$ cat config.mk
export PLATFORM = sky130hd
export DESIGN_NAME = serial_rx_capture
export DESIGN_NICKNAME = d
export VERILOG_FILES = /design/src/rtl/serial_rx_pkg.sv /design/src/rtl/rx_line_sync.sv /design/src/rtl/rx_deframer.sv /design/src/rtl/rx_hold_reg.sv /design/src/rtl/rx_status_reg.sv /design/src/rtl/serial_rx_capture.sv
export SDC_FILE = /design/constraint.sdc
export NUM_CORES = 1
export LEC_CHECK = 0
export BUFFER_PORTS_ARGS = -buffer_cell sky130_fd_sc_hd__buf_2
export CORE_ASPECT_RATIO = 1.1
export CORE_MARGIN = 2
export CORE_UTILIZATION = 30
export CTS_CLUSTER_DIAMETER = 150
export DETAILED_ROUTE_END_ITERATION = 16
export GPL_TIMING_DRIVEN = 0
export SYNTH_ARGS = -nofsm -noshare
export SYNTH_HDL_FRONTEND = slang
export SYNTH_SLANG_ARGS = --single-unit
$ cat constraint.sdc
create_clock -name clk -period 2.8 [get_ports clk]
set_input_delay 0.14 -clock clk [delete_from_list [all_inputs] [get_ports clk]]
set_output_delay 0.14 -clock clk [all_outputs]
set_load 0.02 [all_outputs]
$ cat src/rtl/serial_rx_pkg.sv
package serial_rx_pkg;

    typedef enum logic [2:0] {
        RX_IDLE,
        RX_START,
        RX_DATA,
        RX_PARITY,
        RX_STOP,
        RX_BRK_WAIT
    } rx_state_e;

    localparam int DATA_MAX = 8;
    localparam int ENTRY_W  = DATA_MAX + 4;

    // Packed order puts overrun at bit 11, data at bits 7:0.
    typedef struct packed {
        logic                ovr;
        logic                brk;
        logic                par;
        logic                frm;
        logic [DATA_MAX-1:0] data;
    } rx_entry_t;

    function automatic logic expected_parity(
        input logic [DATA_MAX-1:0] d,
        input logic                even_sel,
        input logic                stick
    );
        if (stick) begin
            return ~even_sel;
        end
        return even_sel ? (^d) : ~(^d);
    endfunction

endpackage

$ cat src/rtl/rx_line_sync.sv
module rx_line_sync #(
    parameter int STAGES = 2
) (
    input  logic clk,
    input  logic rst_n,
    input  logic d,
    output logic q
);
    logic [STAGES-1:0] sh;

    always_ff @(posedge clk or negedge rst_n) begin
        if (!rst_n) begin
            sh <= '1;
        end else begin
            sh <= {sh[STAGES-2:0], d};
        end
    end

    assign q = sh[STAGES-1];
endmodule

$ cat src/rtl/rx_deframer.sv
module rx_deframer
    import serial_rx_pkg::*;
#(
    parameter int OVERSAMPLE = 16
) (
    input  logic      clk,
    input  logic      rst_n,
    input  logic      tick,
    input  logic      rx,
    input  logic      enable,
    input  logic [1:0] word_len,
    input  logic      par_en,
    input  logic      par_even,
    input  logic      par_stick,
    output logic      push,
    output rx_entry_t push_entry
);
    localparam int CW = $clog2(OVERSAMPLE);
    localparam logic [CW-1:0] MID_CNT  = CW'(OVERSAMPLE / 2 - 1);
    localparam logic [CW-1:0] LAST_CNT = CW'(OVERSAMPLE - 1);

    rx_state_e state, state_nxt;

    logic [CW-1:0]       cnt;
    logic [2:0]          bit_idx;
    logic [DATA_MAX-1:0] shreg;
    logic                par_rx;
    logic                mid_pt;
    logic                bit_pt;
    logic [2:0]          last_idx;
    logic                is_break;

    assign mid_pt   = tick && (cnt == MID_CNT);
    assign bit_pt   = tick && (cnt == LAST_CNT);
    assign last_idx = 3'd4 + {1'b0, word_len};
    assign is_break = !rx && (shreg == '0) && (!par_en || !par_rx);

    // state register
    always_ff @(posedge clk or negedge rst_n) begin
        if (!rst_n) begin
            state <= RX_IDLE;
        end else begin
            state <= state_nxt;
        end
    end

    // transitions
    always_comb begin
        state_nxt = state;
        unique case (state)
            RX_IDLE: begin
                if (tick && enable && !rx) state_nxt = RX_START;
            end
            RX_START: begin
                if (mid_pt) state_nxt = rx ? RX_IDLE : RX_DATA;
            end
            RX_DATA: begin
                if (bit_pt && (bit_idx == last_idx)) begin
                    state_nxt = par_en ? RX_PARITY : RX_STOP;
                end
            end
            RX_PARITY: begin
                if (bit_pt) state_nxt = RX_STOP;
            end
            RX_STOP: begin
                if (bit_pt) state_nxt = is_break ? RX_BRK_WAIT : RX_IDLE;
            end
            RX_BRK_WAIT: begin
                if (rx) state_nxt = RX_IDLE;
            end
            default: state_nxt = RX_IDLE;
        endcase
    end

    // sampling datapath
    always_ff @(posedge clk or negedge rst_n) begin
        if (!rst_n) begin
            cnt     <= '0;
            bit_idx <= '0;
            shreg   <= '0;
            par_rx  <= 1'b0;
        end else begin
            unique case (state)
                RX_IDLE, RX_BRK_WAIT: begin
                    cnt     <= '0;
                    bit_idx <= '0;
                    shreg   <= '0;
                    par_rx  <= 1'b0;
                end
                RX_START: begin
                    if (mid_pt) begin
                        cnt <= '0;
                    end else if (tick) begin
                        cnt <= cnt + 1'b1;
                    end
                end
                RX_DATA, RX_PARITY, RX_STOP: begin
                    if (tick) begin
                        cnt <= (cnt == LAST_CNT) ? '0 : cnt + 1'b1;
                    end
                    if (bit_pt && state == RX_DATA) begin
                        shreg[bit_idx] <= rx;
                        bit_idx        <= bit_idx + 1'b1;
                    end
                    if (bit_pt && state == RX_PARITY) begin
                        par_rx <= rx;
                    end
                end
                default: cnt <= '0;
            endcase
        end
    end

    // outputs
    always_comb begin
        push            = (state == RX_STOP) && bit_pt;
        push_entry.data = shreg;
        push_entry.ovr  = 1'b0;
        push_entry.brk  = is_break;
        push_entry.frm  = !rx && !is_break;
        push_entry.par  = par_en && !is_break &&
                          (par_rx != expected_parity(shreg, par_even, par_stick));
    end
endmodule

$ cat src/rtl/rx_hold_reg.sv
module rx_hold_reg
    import serial_rx_pkg::*;
(
    input  logic      clk,
    input  logic      rst_n,
    input  logic      push,
    input  rx_entry_t push_entry,
    input  logic      rd,
    output rx_entry_t entry,
    output logic      empty,
    output logic      full,
    output logic      ovr_evt,
    output logic      rd_ok
);
    rx_entry_t held;
    logic      valid;

    assign rd_ok   = rd && valid;
    assign ovr_evt = push && valid && !rd_ok;

    always_ff @(posedge clk or negedge rst_n) begin
        if (!rst_n) begin
            held  <= '0;
            valid <= 1'b0;
        end else if (push && (!valid || rd_ok)) begin
            held  <= push_entry;
            valid <= 1'b1;
        end else if (ovr_evt) begin
            held.ovr <= 1'b1;
        end else if (rd_ok) begin
            held  <= '0;
            valid <= 1'b0;
        end
    end

    assign entry = held;
    assign empty = !valid;
    assign full  = valid;
endmodule

$ cat src/rtl/rx_status_reg.sv
module rx_status_reg (
    input  logic       clk,
    input  logic       rst_n,
    input  logic       clr,
    input  logic       load,
    input  logic [2:0] load_flags,
    input  logic       ovr_set,
    output logic [3:0] flags
);
    logic [3:0] flags_nxt;

    always_comb begin
        flags_nxt = clr ? 4'b0 : flags;
        if (load)    flags_nxt[2:0] = load_flags;
        if (ovr_set) flags_nxt[3]   = 1'b1;
    end

    always_ff @(posedge clk or negedge rst_n) begin
        if (!rst_n) begin
            flags <= 4'b0;
        end else begin
            flags <= flags_nxt;
        end
    end
endmodule

$ cat src/rtl/serial_rx_capture.sv
module serial_rx_capture
    import serial_rx_pkg::*;
#(
    parameter int OVERSAMPLE  = 16,
    parameter int SYNC_STAGES = 2
) (
    input  logic         clk,
    input  logic         rst_n,
    input  logic         baud_tick,
    input  logic         rx_in,
    input  logic         rx_enable,
    input  logic [1:0]   word_len,
    input  logic         par_en,
    input  logic         par_even,
    input  logic         par_stick,
    input  logic         rd_data,
    output logic [11:0]  rd_word,
    output logic         rx_empty,
    output logic         rx_full,
    input  logic         stat_wr,
    output logic [3:0]   stat_flags
);
    logic      rx_s;
    logic      push;
    rx_entry_t push_entry;
    rx_entry_t held;
    logic      ovr_evt;
    logic      rd_ok;

    rx_line_sync #(.STAGES(SYNC_STAGES)) u_sync (
        .clk   (clk),
        .rst_n (rst_n),
        .d     (rx_in),
        .q     (rx_s)
    );

    rx_deframer #(.OVERSAMPLE(OVERSAMPLE)) u_deframer (
        .clk        (clk),
        .rst_n      (rst_n),
        .tick       (baud_tick),
        .rx         (rx_s),
        .enable     (rx_enable),
        .word_len   (word_len),
        .par_en     (par_en),
        .par_even   (par_even),
        .par_stick  (par_stick),
        .push       (push),
        .push_entry (push_entry)
    );

    rx_hold_reg u_hold (
        .clk        (clk),
        .rst_n      (rst_n),
        .push       (push),
        .push_entry (push_entry),
        .rd         (rd_data),
        .entry      (held),
        .empty      (rx_empty),
        .full       (rx_full),
        .ovr_evt    (ovr_evt),
        .rd_ok      (rd_ok)
    );

    rx_status_reg u_status (
        .clk        (clk),
        .rst_n      (rst_n),
        .clr        (stat_wr),
        .load       (rd_ok),
        .load_flags ({held.brk, held.par, held.frm}),
        .ovr_set    (ovr_evt),
        .flags      (stat_flags)
    );

    assign rd_word = held;
endmodule

==> impl_metrics.env <==
export IMPL_placeableCoreArea_um2=6630
export IMPL_reg2reg_to="u_deframer.state[0]"
export IMPL_io_buffers=28
export IMPL_timing_rr_start="u_sync.sh[1]"
export IMPL_start_util_pct=31.3
export IMPL_drt_pass1_iterations=4
export IMPL_cts_root_buf="clkbuf_8"
export IMPL_slowest_stage="dfstp_2"
export IMPL_yosysWarningCount=0
export IMPL_holdCritStartpoint="stat_wr"
export IMPL_htree_levels=2
export IMPL_grt_pass1_wl_um=7650
export IMPL_async_flop_share_pct=100
export IMPL_antennaDiodeCount=0
export IMPL_p_clk_share_pct=29.9
export IMPL_min_period_ps=1800
export IMPL_synthesis_nets=237
export IMPL_power_internal_mw=0.837
export IMPL_io_pins=30
export IMPL_gp_congestion=0.815
export IMPL_wl_per_cell_um=12.9
export IMPL_rr_worst_depth=5
export IMPL_relSlewSlack_pct=42.2
export IMPL_die_area_um2=7610
export IMPL_drive_above_1_share_pct=21.5
export IMPL_clkSinkCount=38
export IMPL_cts_tree="built"
export IMPL_slowest_delay_ps=600
export IMPL_critPathTopFamily="flip-flops"
export IMPL_vias=1622
export IMPL_critical_path_max_fanout=7
export IMPL_post_cts_repair_setup_buffers=0
export IMPL_synth_main_ff_cell="dfrtp_1"
export IMPL_crit_buf_inv=0
export IMPL_nets=274
export IMPL_antenna_found_initial=0
export IMPL_hold_violations=0
export IMPL_fin_setup_tns_ps=0
export IMPL_rsz0062_at_grt="false"
export IMPL_ant_nets=0
export IMPL_syn_avg_cell_area_um2=9.49
export IMPL_grt_pass1_vias=1684
export IMPL_area_growth_pct=16.4
export IMPL_drc=0
export IMPL_switching_power_mw=0.377
export IMPL_clkLatencyLatePin_ps=300
export IMPL_status="completed"
export IMPL_fin_skew_ps=11.4
export IMPL_powerDensity_nw_per_um2=502
export IMPL_cts_buffers=5
export IMPL_drtIter0Drc=107
export IMPL_vdd_drop_max_mv=0.190
export IMPL_synth_edff_count=0
export IMPL_max_freq_mhz=555
export IMPL_hpwl_um=3130
export IMPL_grt_use_total_pct=12.4
export IMPL_p_comb_share_pct=21.0
export IMPL_synth_seq_area_share_pct=45.9
export IMPL_synth_cells=219
export IMPL_worstMarginPinSlew_ps=866
export IMPL_holdWs_ps=101
export IMPL_ys_seq_elements=38
export IMPL_clk_pin_slew_ps=70
export IMPL_required_ps=2980
export IMPL_grt_ovfl_total=0
export IMPL_holdPathStages=2
export IMPL_grt_max_degree=39
export IMPL_die_h_um=91.3
export IMPL_ys_types=50
export IMPL_fp_row_count=31
export IMPL_hold_class="in2reg"
export IMPL_reg2reg_slack_ps=1000
export IMPL_end_kind="flip-flop"
export IMPL_setup_violations=0
export IMPL_swShare_pct=31.1
export IMPL_path_cells="and3b_1 -> o221ai_1 -> a21boi_2 -> a221oi_2 -> mux2_1"
export IMPL_synth_area_um2=2080
export IMPL_maxCapViolations=0
export IMPL_finalMaxSlewViolations=0
export IMPL_crit_type="reg2reg"
export IMPL_vias_per_cell=4.80
export IMPL_cts_buffer_depth=2
export IMPL_die_w_um=83.4
export IMPL_hold_path_end="u_status.flags[3]"
export IMPL_worst_setup_path_start_kind="flip-flop"
export IMPL_wl_um=4370
export IMPL_pwr_share_seq_pct=49.1
export IMPL_arrival_ps=1980
export IMPL_p_leak_nw=1.15
export IMPL_period_share_pct=64.4
[worst max-delay path by stage]
| stage | startpoint | end | slack, ps | cells past startpoint |
|---|---|---|---|---|
| CTS | u_sync.sh[1] | u_deframer.state[0] | 980 | 5 |
| floorplan | u_sync.sh[1] | u_deframer.state[0] | 1140 | 5 |
| finish | u_sync.sh[1] | u_deframer.state[0] | 1000 | 5 |
| global route | u_deframer.cnt[0] | u_hold.entry[7] | 760 | 7 |
| detailed placement | u_deframer.cnt[0] | u_hold.entry[4] | 1000 | 6 |
| global placement | u_sync.sh[1] | u_deframer.state[0] | 1010 | 5 |
[through the flow]
| step | cell area (um^2) | power [mW] | setup slack (ps) | cells | utilization, % |
|---|---|---|---|---|---|
| global route | 2420 | 1.29 | 764 | 338 | 36.5 |
| detailed placement | 2320 | 0.859 | 998 | 329 | 35.0 |
| floorplan | 2080 | 0.794 | 1140 | 219 | - |
| finish | 2420 | 1.21 | 998 | 338 | 36.5 |
| CTS | 2420 | 1.23 | 979 | 338 | 36.5 |
| global placement | 2320 | 0.855 | 1010 | 329 | 35.0 |
[cell usage after synthesis, drive strengths merged, types with 3 or more instances]
master | number | area share (%)
nand2 | 44 | 7.9
dfrtp | 36 | 43
o21ai | 17 | 4.1
nor2 | 14 | 2.5
inv | 13 | 2.3
xnor2 | 9 | 3.8
mux2i | 8 | 3.9
nand3b | 8 | 2.9
buf | 7 | 2.2
ha | 6 | 3.6
nand3 | 5 | 1.2
nor2b | 4 | 1.2
a21oi | 3 | 1.1
clkbuf | 3 | 0.54
o31ai | 3 | 1.1
[cell type report]
type,count,area (um^2)
Fill cell,668,4210
Tap cell,82,103
Clock buffer,5,68.8
Clock inverter,2,10.0
Inverter,13,48.8
Timing Repair Buffer,30,160
Sequential cell,38,953
Multi-Input combinational cell,158,1020
Buffer,10,57.6
[sequential cells by signal, summed over array words and instances, names as in the netlist]
signal              flops
u_hold.entry           12
u_deframer.state        3
u_status.flags          4
u_deframer.par_rx       1
u_deframer.shreg        8
u_sync.sh               2
u_deframer.cnt          4
u_hold.full             1
u_deframer.bit_idx      3
[worst register-to-register path, delay by kind of cell, from the launching register on]
family	cells	cell delay, ps
AND/OR/NAND/NOR	1	230
multiplexers	1	340
AO/OA/AOI/OAI	3	520
flip-flops	1	600
[cell families (layout without fill, tap and decap cells)]
group / after synthesis / after routing / synth area share (%)
simple gates: 89 / 89 / 21.6
compound gates: 42 / 42 / 14.2
flops: 38 / 38 / 45.9
buf+inv: 23 / 60 / 5.12
xor+xnor: 11 / 11 / 4.64
mux: 10 / 10 / 4.94
fa+ha+maj: 6 / 6 / 3.61
[cell usage in the layout, fill, tap and decap left out, drive strengths merged, types with 2 or more instances in the layout]
cell type     n
a21o          2
a21oi         3
and3          2
buf          35
clkbuf        8
clkinv        2
dfrtp        36
dfstp         2
dlygate4sd3   2
ha            6
inv          13
mux2          2
mux2i         8
nand2        44
nand2b        2
nand3         5
nand3b        8
nand4         2
nor2         14
nor2b         4
nor3          2
nor3b         2
o211ai        2
o21ai        17
o31ai         3
xnor2         9
xor2          2
[layer usage]
layer / GRT usage, % / vias to the layer above / wire [um]
li1: - / 819 / -
met1: 16.2 / 765 / 2150
met2: 19.1 / 32 / 1970
met3: 3.64 / 6 / 199
met4: 5.05 / 0 / 51
met5: 0 / - / 0
[power groups by stage]
stage | combinational, mW | sequential, mW | clock, mW
floorplan | 0.192 | 0.601 | 0
global placement | 0.248 | 0.607 | 0
detailed placement | 0.253 | 0.606 | 0
CTS | 0.257 | 0.596 | 0.373
global route | 0.286 | 0.603 | 0.399
finish | 0.255 | 0.596 | 0.363
[what timing repair did]
| action | CTS | global route |
|---|---|---|
| resized for setup | 0 | 0 |
| endpoints found under the hold margin | 29 | 0 |
| hold buffers | 2 | 0 |
Note: power is estimated with default switching activity, not from simulation.
